File: config.mk
export PLATFORM = sky130hd
export DESIGN_NAME = muller_token_pipe
export DESIGN_NICKNAME = d
export VERILOG_FILES = /design/src/rtl/muller_pipe_pkg.sv /design/src/rtl/muller_pipe_stage.sv /design/src/rtl/muller_pipe_occupancy.sv /design/src/rtl/muller_token_pipe.sv
export SDC_FILE = /design/constraint.sdc
export NUM_CORES = 1
export LEC_CHECK = 0
export ABC_CLOCK_PERIOD_IN_PS = 2100
export BUFFER_PORTS_ARGS = -buffer_cell sky130_fd_sc_hd__buf_4
export CAP_MARGIN = 20
export CORE_MARGIN = 2
export CORE_UTILIZATION = 25
export CTS_BUF_LIST = sky130_fd_sc_hd__clkbuf_16
export CTS_CLUSTER_SIZE = 30
export DETAILED_ROUTE_END_ITERATION = 12
export PLACE_DENSITY_LB_ADDON = 0.2
export SYNTH_ARGS = -nofsm -noshare
export SYNTH_HDL_FRONTEND = slang
export SYNTH_SLANG_ARGS = --single-unit
export TNS_END_PERCENT = 100
File: constraint.sdc
create_clock -name clk -period 2.1 [get_ports clk]
set_clock_uncertainty 0.05 [all_clocks]
set_input_delay 0.315 -clock clk [delete_from_list [all_inputs] [get_ports clk]]
set_output_delay 0.315 -clock clk [all_outputs]
set_load 0.01 [all_outputs]
File: src/rtl/muller_pipe_pkg.sv
package muller_pipe_pkg;

  // Two-input C-element: output follows the inputs when they agree,
  // otherwise it keeps its previous value.
  function automatic logic celem_next(input logic a, input logic b, input logic z);
    return (a & b) | (z & (a | b));
  endfunction

  // A stage is occupied when its state differs from the value on its right.
  function automatic logic stage_busy(input logic self_c, input logic right_c);
    return self_c ^ right_c;
  endfunction

  // A stage carries the leading edge of a data word when it is 1 and its
  // right side is 0.
  function automatic logic stage_word(input logic self_c, input logic right_c);
    return self_c & ~right_c;
  endfunction

  // Largest number of distinct words a chain of n stages can hold.
  function automatic int max_words(input int n);
    return (n + 1) / 2;
  endfunction

endpackage

File: src/rtl/muller_pipe_stage.sv
module muller_pipe_stage
  import muller_pipe_pkg::*;
#(
  parameter int WIDTH = 8
) (
  input  logic             clk,
  input  logic             rst_n,
  input  logic             left_c,
  input  logic             right_c,
  input  logic [WIDTH-1:0] left_d,
  output logic             c_q,
  output logic [WIDTH-1:0] d_q,
  output logic             cap_evt
);

  logic c_nxt;

  // Take the left value only when the right side holds its opposite.
  assign c_nxt   = celem_next(left_c, ~right_c, c_q);
  assign cap_evt = c_nxt & ~c_q;

  always_ff @(posedge clk or negedge rst_n) begin
    if (!rst_n) begin
      c_q <= 1'b0;
      d_q <= '0;
    end else begin
      c_q <= c_nxt;
      if (cap_evt) begin
        d_q <= left_d;
      end
    end
  end

endmodule

File: src/rtl/muller_pipe_occupancy.sv
module muller_pipe_occupancy
  import muller_pipe_pkg::*;
#(
  parameter int STAGES = 4,
  parameter int CNT_W  = 3
) (
  input  logic [STAGES-1:0] st,
  input  logic [STAGES-1:0] rgt,
  output logic [STAGES-1:0] full_map,
  output logic [CNT_W-1:0]  word_cnt
);

  logic [STAGES-1:0] word_map;

  for (genvar i = 0; i < STAGES; i++) begin : g_map
    assign full_map[i] = stage_busy(st[i], rgt[i]);
    assign word_map[i] = stage_word(st[i], rgt[i]);
  end

  always_comb begin
    word_cnt = '0;
    for (int i = 0; i < STAGES; i++) begin
      word_cnt = word_cnt + CNT_W'(word_map[i]);
    end
  end

endmodule

File: src/rtl/muller_token_pipe.sv
module muller_token_pipe
  import muller_pipe_pkg::*;
#(
  parameter  int STAGES = 4,
  parameter  int WIDTH  = 8,
  localparam int CNT_W  = $clog2(STAGES + 1)
) (
  input  logic              clk,
  input  logic              rst_n,
  input  logic              in_req,
  input  logic [WIDTH-1:0]  in_data,
  output logic              in_ack,
  output logic              out_req,
  output logic [WIDTH-1:0]  out_data,
  input  logic              out_ack,
  output logic [STAGES-1:0] stage_full,
  output logic [CNT_W-1:0]  word_cnt
);

  // Named internal nets, shared with the bound checker.
  logic [STAGES-1:0] st_q;
  logic [STAGES-1:0] lft_c;
  logic [STAGES-1:0] rgt_c;
  logic [STAGES-1:0] cap_evt;
  logic [WIDTH-1:0]  dq    [STAGES];
  logic [WIDTH-1:0]  lft_d [STAGES];

  for (genvar i = 0; i < STAGES; i++) begin : g_stage
    if (i == 0) begin : g_head
      assign lft_c[i] = in_req;
      assign lft_d[i] = in_data;
    end else begin : g_body
      assign lft_c[i] = st_q[i-1];
      assign lft_d[i] = dq[i-1];
    end

    if (i == STAGES - 1) begin : g_tail
      assign rgt_c[i] = out_ack;
    end else begin : g_inner
      assign rgt_c[i] = st_q[i+1];
    end

    muller_pipe_stage #(
      .WIDTH(WIDTH)
    ) i_stage (
      .clk    (clk),
      .rst_n  (rst_n),
      .left_c (lft_c[i]),
      .right_c(rgt_c[i]),
      .left_d (lft_d[i]),
      .c_q    (st_q[i]),
      .d_q    (dq[i]),
      .cap_evt(cap_evt[i])
    );
  end

  muller_pipe_occupancy #(
    .STAGES(STAGES),
    .CNT_W (CNT_W)
  ) i_occ (
    .st      (st_q),
    .rgt     (rgt_c),
    .full_map(stage_full),
    .word_cnt(word_cnt)
  );

  assign in_ack   = st_q[0];
  assign out_req  = st_q[STAGES-1];
  assign out_data = dq[STAGES-1];

endmodule

==> run_results.csv, run 1 <==
group,metric,value,unit
timing,fin_tns_setup,0,ns
finish,multi_input_area,602,um2
finish,ff_latch_area,902,um2
run,drv_cap,0,
finish,post-route-util,34.4,%
synthesis,synthDistinctLibCells,13,
timing,setup_viol,0,
critical_path,startpoint_type,"register",
routing,drt-pass1-iter-count,4,
die,rows,28,
min_path,hold_path_depth,2,
timing,max_slew_margin,69.6,%
routing,final_antenna_net_count,0,
routing,route.vias.total,866,
synthesis,synth_area_leader_cell,"dfrtp_1",
synthesis,synth_top_area_share,57.1,%
routing,post_drt_wl_per_cell,12.5,um
timing,period_minus_slack,2.06,ns
clock_tree,root_buffer,"clkbuf_16",
placement,hpwl,1990,um
synthesis,synth_common_cells,"dfrtp_1, mux2_2, inv_1",
critical_path,crit_type,"reg2out",
timing,hold_violations,0,
pwr,power.leakage,0.948,nW
synthesis,synth_nets,123,
synthesis,synth_ff_type,"dfrtp_1",
synthesis,async_flop_share,100,%
critical_path,path_cells,"inv_2, ha_4, inv_2, fa_2, inv_2, ha_4, buf_6",
clock_tree,insertion_delay,0.27,ns
synthesis,synth_edf_count,0,
die,die_w,83.5,um
synthesis,synth-seq-cells,36,
placement,placed_area,1850,um2
timing,final_max_slew_viol_count,0,
grt,grt_first_pass_wirelength,4570,um
finish,stdcell_count,214,
synthesis,yosysMostFrequentCell,"dfrtp_1",
clock_tree,cts_tree,"done",
synthesis,ys_warn_count,0,
routing,vias_per_cell,4.05,
timing,fin_hold_ws,0.225,ns
placement,port_buffers,28,
synthesis,netlist_area,1580,um2
finish,stdcell_area,2080,um2
pwr,ir_drop,411,uV
die,core,6030,um2
critical_path,cp_common_cell,"inv_2",
clock_tree,clk_pin_slew_worst_paths,0.05,ns
die,die_y,83.5,um
critical_path,critPathArrivalTime,1.69,ns
routing,drc,0,
synthesis,synth.area.top_cells,"dfrtp_1, mux2_2, ha_1, buf_4, nor3b_4",
critical_path,critPathMaxFanout,3,
critical_path,cp.required,1.74,ns
routing,drt_iter0_drc,38,
pwr,p_total,3.55,mW
die,io-pin-count,29,
placement,pre_cts_slack,0.178,ns
critical_path,max_stage_delay,0.41,ns
clock_tree,numCtsBuffers,5,
critical_path,slowest_stage,"dfrtp_1",
synthesis,synth-seq-area-share,57.1,%
pwr,p_per_area,1710,nW/um2
finish,layout-drive-gt1-share,62.6,%
clock_tree,htree_levels,2,
clock_tree,clkSinkCount,36,
grt,grt_pass1_vias,943,
timing,worst_pin_slew,0.456,ns
critical_path,r2r_cells,4,
grt,grt_start_max_net_pins,37,
timing,rsz0062_at_grt,"yes",
finish,areaGrowthSynthToFinish,31.5,%
finish,diodes,0,
placement,gp_congestion,0.696,
clock_tree,clockBufferDepth,2,
critical_path,r2r_slack,0.43,ns
synthesis,syn_area_per_cell,15.0,um2
placement,place_inst,203,
finish,final_nets,156,
finish,nFillCells,608,
grt,gr-usage-all-layers,8.31,%
die,initial_utilization,26.2,%
timing,timing.final.crit_share,97.9,%
timing,layout_setup_ws,0.0431,ns
critical_path,critPathCaptureType,"output pin",
synthesis,synth_cells,105,
die,dieArea,6970,um2
grt,grt_antenna_before_repair,0,
timing,fmax,486,MHz
grt,grt-ovfl-total,0,
outcome,outcome,"finished, final reports clean",
routing,wl,2670,um
min_path,hold_path_class,"in2reg",
==> cell families after synthesis <==
group / after synthesis / synth area share [%]
adder cells (fa/ha/maj): 10 / 7.77
multiplexers: 33 / 23.5
buffers and inverters: 21 / 6.97
AND/OR/NAND/NOR: 5 / 4.75
flip-flops: 36 / 57.1
==> final timing paths <==
check / start / end
worst max-delay path: g_stage[3].i_stage.c_q / word_cnt[1]
worst min-delay path: in_data[3] / g_stage[0].i_stage.d_q[3]
worst max register to register: g_stage[3].i_stage.c_q / g_stage[3].i_stage.d_q[1]
worst min register to register: g_stage[2].i_stage.d_q[4] / g_stage[2].i_stage.d_q[4]
max in group asynchronous: rst_n / g_stage[0].i_stage.c_q
min in group asynchronous: rst_n / g_stage[2].i_stage.c_q
==> layout by cell type, fill, tap and decap left out <==
cell type / n
fa_2: 1
nor3b_2: 1
buf_6: 1
mux2_1: 1
mux2i_2: 1
clkinv_2: 1
ha_1: 2
dfrtp_1: 35
bufinv_16: 1
clkbuf_16: 5
buf_4: 33
and2_1: 1
dfrtp_2: 1
inv_1: 8
dlygate4sd3_1: 1
mux2_2: 31
ha_2: 1
maj3_1: 4
inv_2: 5
nor3b_4: 3
ha_4: 2
==> where the power goes <==
group	switching, mW	leakage [nW]	total, mW	internal, mW
clock	0.249	0.0850	0.801	0.552
sequential	0.217	0.431	1.27	1.05
combinational	0.597	0.433	1.48	0.881
==> critical path, delay by kind of cell, from the launching register on <==
| family | cells | cell delay, ns |
|---|---|---|
| DFF | 1 | 0.41 |
| adders and majority gates | 3 | 0.69 |
| buffers and inverters | 4 | 0.30 |
==> sequential cells by signal, summed over array words and instances (netlist names) <==
register / flops
g_stage.i_stage.d_q: 32
g_stage.i_stage.c_q: 4
==> what timing repair did <==
item,CTS,global route
buffers inserted,0,2
cloned,0,0
pin swaps,2,3
endpoints found under the hold margin,36,0
resized for setup,8,5
setup endpoints to repair,1,1
hold buffers,1,0
==> routing by layer <==
| layer | vias up | GRT usage [%] | share of wire, % |
|---|---|---|---|
| li1 | 415 | - | - |
| met1 | 434 | 10.2 | 44 |
| met2 | 15 | 12.8 | 52 |
| met3 | 2 | 2.87 | 2.7 |
| met4 | 0 | 4.40 | 1.3 |
| met5 | - | 0 | 0 |
==> area by class of cell <==
| cell class | count | share of cell area [%] |
|---|---|---|
| repair buffers | 35 | 13.0 |
| clock buffers | 5 | 6.03 |
| well taps | 75 | 4.52 |
| clock inverters | 3 | 1.87 |
| flip-flops and latches | 36 | 43.5 |
| inverters | 12 | 2.17 |
| multi-input cells | 48 | 29.0 |
(Power assumes the default switching activity.)
==> run 2: changes to the inputs <==
--- a/config.mk
+++ b/config.mk
@@ -7,12 +7,13 @@
 export LEC_CHECK = 0
 export ABC_CLOCK_PERIOD_IN_PS = 2100
 export BUFFER_PORTS_ARGS = -buffer_cell sky130_fd_sc_hd__buf_4
-export CAP_MARGIN = 20
+export CAP_MARGIN = 10
 export CORE_MARGIN = 2
 export CORE_UTILIZATION = 25
-export CTS_BUF_LIST = sky130_fd_sc_hd__clkbuf_16
+export CTS_BUF_LIST = sky130_fd_sc_hd__clkbuf_4 sky130_fd_sc_hd__clkbuf_8 sky130_fd_sc_hd__clkbuf_16
 export CTS_CLUSTER_SIZE = 30
 export DETAILED_ROUTE_END_ITERATION = 12
+export HOLD_SLACK_MARGIN = 0.08
 export PLACE_DENSITY_LB_ADDON = 0.2
 export SYNTH_ARGS = -nofsm -noshare
 export SYNTH_HDL_FRONTEND = slang
==> run_results.csv, run 2 (synthesis results as in run 1) <==
group,metric,value,unit
critical_path,path_cells,"inv_2, ha_4, inv_2, fa_2, inv_2, ha_4, buf_6",
timing,worst_pin_slew,0.455,ns
finish,layout-drive-gt1-share,63.6,%
placement,port_buffers,28,
grt,grt_antenna_before_repair,0,
critical_path,critPathArrivalTime,1.71,ns
finish,diodes,0,
finish,final_nets,157,
pwr,ir_drop,408,uV
grt,grtUsageMet2,13.3,%
die,dieArea,6970,um2
routing,route.vias.total,876,
min_path,hold_path_class,"in2reg",
placement,placed_area,1850,um2
routing,drc,0,
clock_tree,clkSinkCount,36,
grt,gr-usage-all-layers,8.27,%
timing,timing.final.crit_share,99.0,%
critical_path,startpoint_type,"register",
finish,post-route-util,33.7,%
clock_tree,clk_pin_slew_worst_paths,0.07,ns
routing,vias_per_cell,4.07,
timing,hold_violations,0,
placement,place_inst,203,
clock_tree,clockBufferDepth,2,
finish,stdcell_count,215,
routing,final_antenna_net_count,0,
grt,grt_first_pass_wirelength,4640,um
finish,final_common_cell,"dfrtp_1",
clock_tree,htree_levels,2,
placement,gp_congestion,0.696,
routing,drt_iter0_drc,54,
clock_tree,insertion_delay,0.28,ns
critical_path,max_stage_delay,0.42,ns
timing,rsz0062_at_grt,"yes",
critical_path,r2r_cells,4,
timing,fin_tns_setup,0,ns
finish,nFillCells,617,
finish,max_flop_register,"g_stage.i_stage.d_q",
timing,period_minus_slack,2.08,ns
critical_path,critPathCaptureType,"output pin",
placement,hpwl,1990,um
timing,setup_viol,0,
timing,max_slew_margin,69.6,%
finish,layout_common_cells,"dfrtp_1, buf_4, mux2_2",
finish,largestRegisters,"g_stage.i_stage.d_q x32, g_stage.i_stage.c_q x4",
die,die_y,83.5,um
die,rows,28,
grt,grt-ovfl-total,0,
critical_path,r2r_slack,0.38,ns
finish,stdcell_area,2030,um2
critical_path,cp_common_cell,"inv_2",
critical_path,crit_type,"reg2out",
clock_tree,root_buffer,"clkbuf_8",
critical_path,slowest_stage,"dfrtp_1",
critical_path,cp.required,1.74,ns
clock_tree,numCtsBuffers,5,
routing,post_drt_wl_per_cell,12.8,um
die,io-pin-count,29,
pwr,p_per_area,1660,nW/um2
grt,use_met1,10.1,%
routing,drt-pass1-iter-count,3,
critical_path,critPathMaxFanout,3,
outcome,outcome,"finished, final reports clean",
grt,top_usage_layer,"met2",
die,die_w,83.5,um
grt,use_met3,2.57,%
grt,grt_start_max_net_pins,37,
timing,final_max_slew_viol_count,0,
critical_path,path_buf_inv,4,
pwr,power.leakage,0.926,nW
critical_path,cpLargestDelayFamily,"adder cells",
finish,areaGrowthSynthToFinish,28.6,%
grt,grt_pass1_vias,971,
critical_path,reg2reg_from,"g_stage[2].i_stage.c_q",
min_path,hold_path_depth,2,
critical_path,r2r-end,"g_stage[2].i_stage.d_q[7]",
finish,largest_reg_flops,32,
die,core,6030,um2
finish,ff_latch_area,902,um2
timing,fmax,481,MHz
min_path,hold_end,"g_stage[0].i_stage.d_q[4]",
run,drv_cap,0,
finish,multi_input_area,602,um2
routing,wl,2750,um
min_path,min_from,"in_data[4]",
clock_tree,cts_tree,"done",
die,initial_utilization,26.2,%
==> run 2: cell count changes in the layout (fill, tap and decap cells not counted) <==
cell	change
clkbuf_16	-5
buf_4	+1
clkbuf_8	+5
inv_1	-1
clkbuf_4	+1
==> run 2: final cells by class <==
| type | instances | share of cell area [%] |
|---|---|---|
| well taps | 75 | 4.62 |
| clock inverters | 2 | 1.73 |
| multi-input cells | 48 | 29.6 |
| inverters | 12 | 2.22 |
| repair buffers | 36 | 13.6 |
| clock buffers | 6 | 3.76 |
| flip-flops and latches | 36 | 44.4 |
==> run 2: worst max path at each step <==
stage	from	endpoint	slack (ns)	cells past startpoint
after CTS	g_stage[3].i_stage.c_q	word_cnt[1]	0.004	6
after global placement	out_ack	word_cnt[1]	0.22	8
final	g_stage[3].i_stage.c_q	word_cnt[1]	0.02	7
after detailed placement	out_ack	word_cnt[1]	0.18	8
after floorplan	g_stage[3].i_stage.c_q	word_cnt[1]	0.28	5
after global routing	g_stage[3].i_stage.c_q	word_cnt[1]	-0.05	7
==> run 2: what timing repair did <==
item                                   CTS  global route
pin swaps                                2             3
endpoints found under the hold margin   36             0
resized for setup                        7             6
hold buffers                             1             0
setup buffers                            1             2
setup endpoints to repair                1             1
==> run 2: power breakdown <==
group | switching [mW] | leakage [nW] | internal (mW)
clock | 0.226 | 0.0586 | 0.365
combinational | 0.615 | 0.437 | 0.896
sequential | 0.215 | 0.431 | 1.05
total | 1.06 | 0.926 | 2.31
==> run 2: per-stage QoR <==
| step | hold slack [ns] | power (mW) | setup WS [ns] |
|---|---|---|---|
| after floorplan | -0.0306 | 2.17 | 0.279 |
| after global placement | 0.240 | 2.60 | 0.222 |
| after detailed placement | 0.255 | 2.67 | 0.178 |
| after CTS | 0.199 | 3.34 | 0.00366 |
| after global routing | 0.208 | 3.62 | -0.0539 |
| final | 0.214 | 3.37 | 0.0213 |
==> run 2: per-layer routing <==
layer,up-vias,wire length (um)
met2,18,1420
met1,440,1190
li1,414,-
met3,4,93
met5,-,0
met4,0,51
==> run 3: changes to the inputs <==
--- a/config.mk
+++ b/config.mk
@@ -5,6 +5,7 @@
 export SDC_FILE = /design/constraint.sdc
 export NUM_CORES = 1
 export LEC_CHECK = 0
+export ABC_AREA = 1
 export ABC_CLOCK_PERIOD_IN_PS = 2100
 export BUFFER_PORTS_ARGS = -buffer_cell sky130_fd_sc_hd__buf_4
 export CAP_MARGIN = 10
==> run_results.csv, run 3 <==
group,metric,value,unit
outcome,outcome,"finished, final reports clean",
critical_path,path_cells,"inv_2, ha_4, inv_2, fa_2, inv_2, ha_4, buf_6",
synthesis,async_flop_share,100,%
timing,max_slew_margin,68.9,%
critical_path,cp.required,1.74,ns
clock_tree,clkSinkCount,36,
die,core,6390,um2
critical_path,cp_common_cell,"inv_2",
finish,diodes,0,
min_path,hold_path_class,"in2reg",
routing,vias_per_cell,4.26,
synthesis,synth_common_cells,"nand2_1, dfrtp_1, nand3_1",
synthesis,synth-seq-cells,36,
critical_path,critPathCaptureType,"output pin",
finish,max_flop_register,"g_stage.i_stage.d_q",
timing,period_minus_slack,2.08,ns
timing,fin_hold_ws,0.138,ns
critical_path,crit_type,"reg2out",
die,die_w,85.6,um
timing,hold_violations,0,
clock_tree,root_buffer,"clkbuf_8",
grt,gr-usage-all-layers,10.4,%
grt,grt-ovfl-total,0,
pwr,power.leakage,1.09,nW
critical_path,slowest_stage,"dfrtp_1",
grt,grt_first_pass_wirelength,5960,um
die,dieArea,7320,um2
pwr,ir_drop,508,uV
pwr,p_per_area,1550,nW/um2
synthesis,synth_area_leader_cell,"dfrtp_1",
routing,drt-pass1-iter-count,4,
placement,hpwl,2230,um
critical_path,r2r_cells,6,
routing,drc,0,
finish,areaGrowthSynthToFinish,22.4,%
finish,final_common_cell,"nand2_1",
routing,drt_iter0_drc,55,
synthesis,synth.area.top_cells,"dfrtp_1, nand2_1, nand4_1, nand3_1, buf_4",
grt,grt_antenna_before_repair,0,
synthesis,synth-seq-area-share,54.2,%
min_path,hold_path_depth,2,
finish,largestRegisters,"g_stage.i_stage.d_q x32, g_stage.i_stage.c_q x4",
critical_path,max_stage_delay,0.43,ns
routing,route.vias.total,1226,
placement,pre_cts_slack,0.228,ns
critical_path,cpLargestDelayFamily,"adder cells",
critical_path,critPathMaxFanout,4,
finish,final_nets,229,
synthesis,synthDistinctLibCells,17,
critical_path,crit_cells,7,
grt,grt_pass1_vias,1279,
die,io-pin-count,29,
placement,place_inst,279,
timing,worst_pin_slew,0.466,ns
synthesis,synth_ff_type,"dfrtp_1",
grt,grt_start_max_net_pins,37,
timing,layout_setup_ws,0.0218,ns
clock_tree,cts_tree,"done",
clock_tree,htree_levels,2,
timing,rsz0062_at_grt,"yes",
critical_path,critPathArrivalTime,1.71,ns
timing,setup_viol,0,
finish,stdcell_count,288,
timing,fmax,481,MHz
clock_tree,numCtsBuffers,5,
placement,gp_congestion,0.696,
timing,final_max_slew_viol_count,0,
die,die_y,85.6,um
finish,layout-drive-gt1-share,25.6,%
die,initial_utilization,26.0,%
routing,post_drt_wl_per_cell,11.5,um
synthesis,yosysMostFrequentCell,"nand2_1",
finish,layout_common_cells,"nand2_1, dfrtp_1, buf_4",
die,rows,29,
synthesis,synth_nets,202,
finish,post-route-util,31.9,%
synthesis,syn_area_per_cell,9.04,um2
synthesis,ys_warn_count,0,
finish,largest_reg_flops,32,
placement,port_buffers,28,
synthesis,synth_top_area_share,54.2,%
run,drv_cap,0,
clock_tree,clockBufferDepth,2,
timing,timing.final.crit_share,99.0,%
clock_tree,insertion_delay,0.29,ns
routing,final_antenna_net_count,0,
synthesis,synth_edf_count,0,
pwr,p_total,3.15,mW
synthesis,netlist_area,1660,um2
synthesis,synth_cells,184,
critical_path,path_buf_inv,4,
critical_path,startpoint_type,"register",
clock_tree,clk_pin_slew_worst_paths,0.07,ns
routing,wl,3300,um
-- run 3: changes by cell type after synthesis, sizes merged, moves of 4 or more --
cell / previous run / this run
buf: 8 / 16
maj3: 4 / 0
mux2: 32 / 0
nand2: 0 / 71
nand3: 0 / 18
nand4: 0 / 16
nor3b: 4 / 0
o21ai: 0 / 5
-- run 3: logic make-up after synthesis --
group	share of synthesized area, %
AND/OR/NAND/NOR	29.4
flip-flops	54.2
buffers and inverters	9.63
AO/OA/AOI/OAI	1.81
adder cells (fa/ha/maj)	4.97
-- run 3: metal layers --
| metal | share of wire, % | track usage (%) |
|---|---|---|
| met5 | 0 | 0 |
| met4 | 2.2 | 5.19 |
| met3 | 4.5 | 2.89 |
| met2 | 45 | 16.8 |
| met1 | 48 | 12.7 |
-- run 3: power by group --
part           switching (mW)  internal, mW  leakage (nW)  total (mW)
combinational           0.837         0.651         0.588        1.49
sequential              0.179          1.01         0.459        1.18
clock                   0.241         0.238        0.0445       0.479
total                    1.26          1.89          1.09        3.15
-- run 3: worst reg2reg max path: stages (launching register included) --
cell	delay [ns]
dfrtp_1	0.42
buf_4	0.21
inv_2	0.07
buf_4	0.15
nand3_1	0.24
nand2_1	0.13
nand2_1	0.06
-- run 3: what timing repair did --
item | CTS | global route
pin swaps | 1 | 3
endpoints found under the setup margin | 1 | 1
setup buffers | 1 | 0
hold buffers | 1 | 0
endpoints found under the hold margin | 36 | 0
gates resized for setup | 5 | 3
-- run 3: layout make-up --
cell class / count / area (um2)
clock buffers: 6 / 76.3
clock inverters: 1 / 5.00
fillers: 718 / 4350
inverters: 13 / 48.8
multi-input cells: 119 / 632
flip-flops and latches: 36 / 901
well taps: 77 / 96.3
repair buffers: 36 / 277
-- run 3: metrics by stage --
step / cell area, um2 / TNS (ns)
after global placement: 1900 / 0
after detailed placement: 1900 / 0
after floorplan: 1660 / 0
final: 2040 / 0
after global routing: 2040 / -0.0428
after CTS: 2020 / 0
-- run 3: final timing paths --
| path | from | endpoint | slack (ns) |
|---|---|---|---|
| max | g_stage[3].i_stage.c_q | word_cnt[1] | 0.02 |
| min | out_ack | g_stage[3].i_stage.c_q | 0.14 |
| max in group asynchronous | rst_n | g_stage[0].i_stage.d_q[3] | 1.20 |
| min in group asynchronous | rst_n | g_stage[3].i_stage.d_q[7] | 0.47 |
| min reg2reg | g_stage[0].i_stage.d_q[0] | g_stage[0].i_stage.d_q[0] | 0.42 |
| max reg2reg | g_stage[2].i_stage.c_q | g_stage[2].i_stage.d_q[0] | 0.66 |
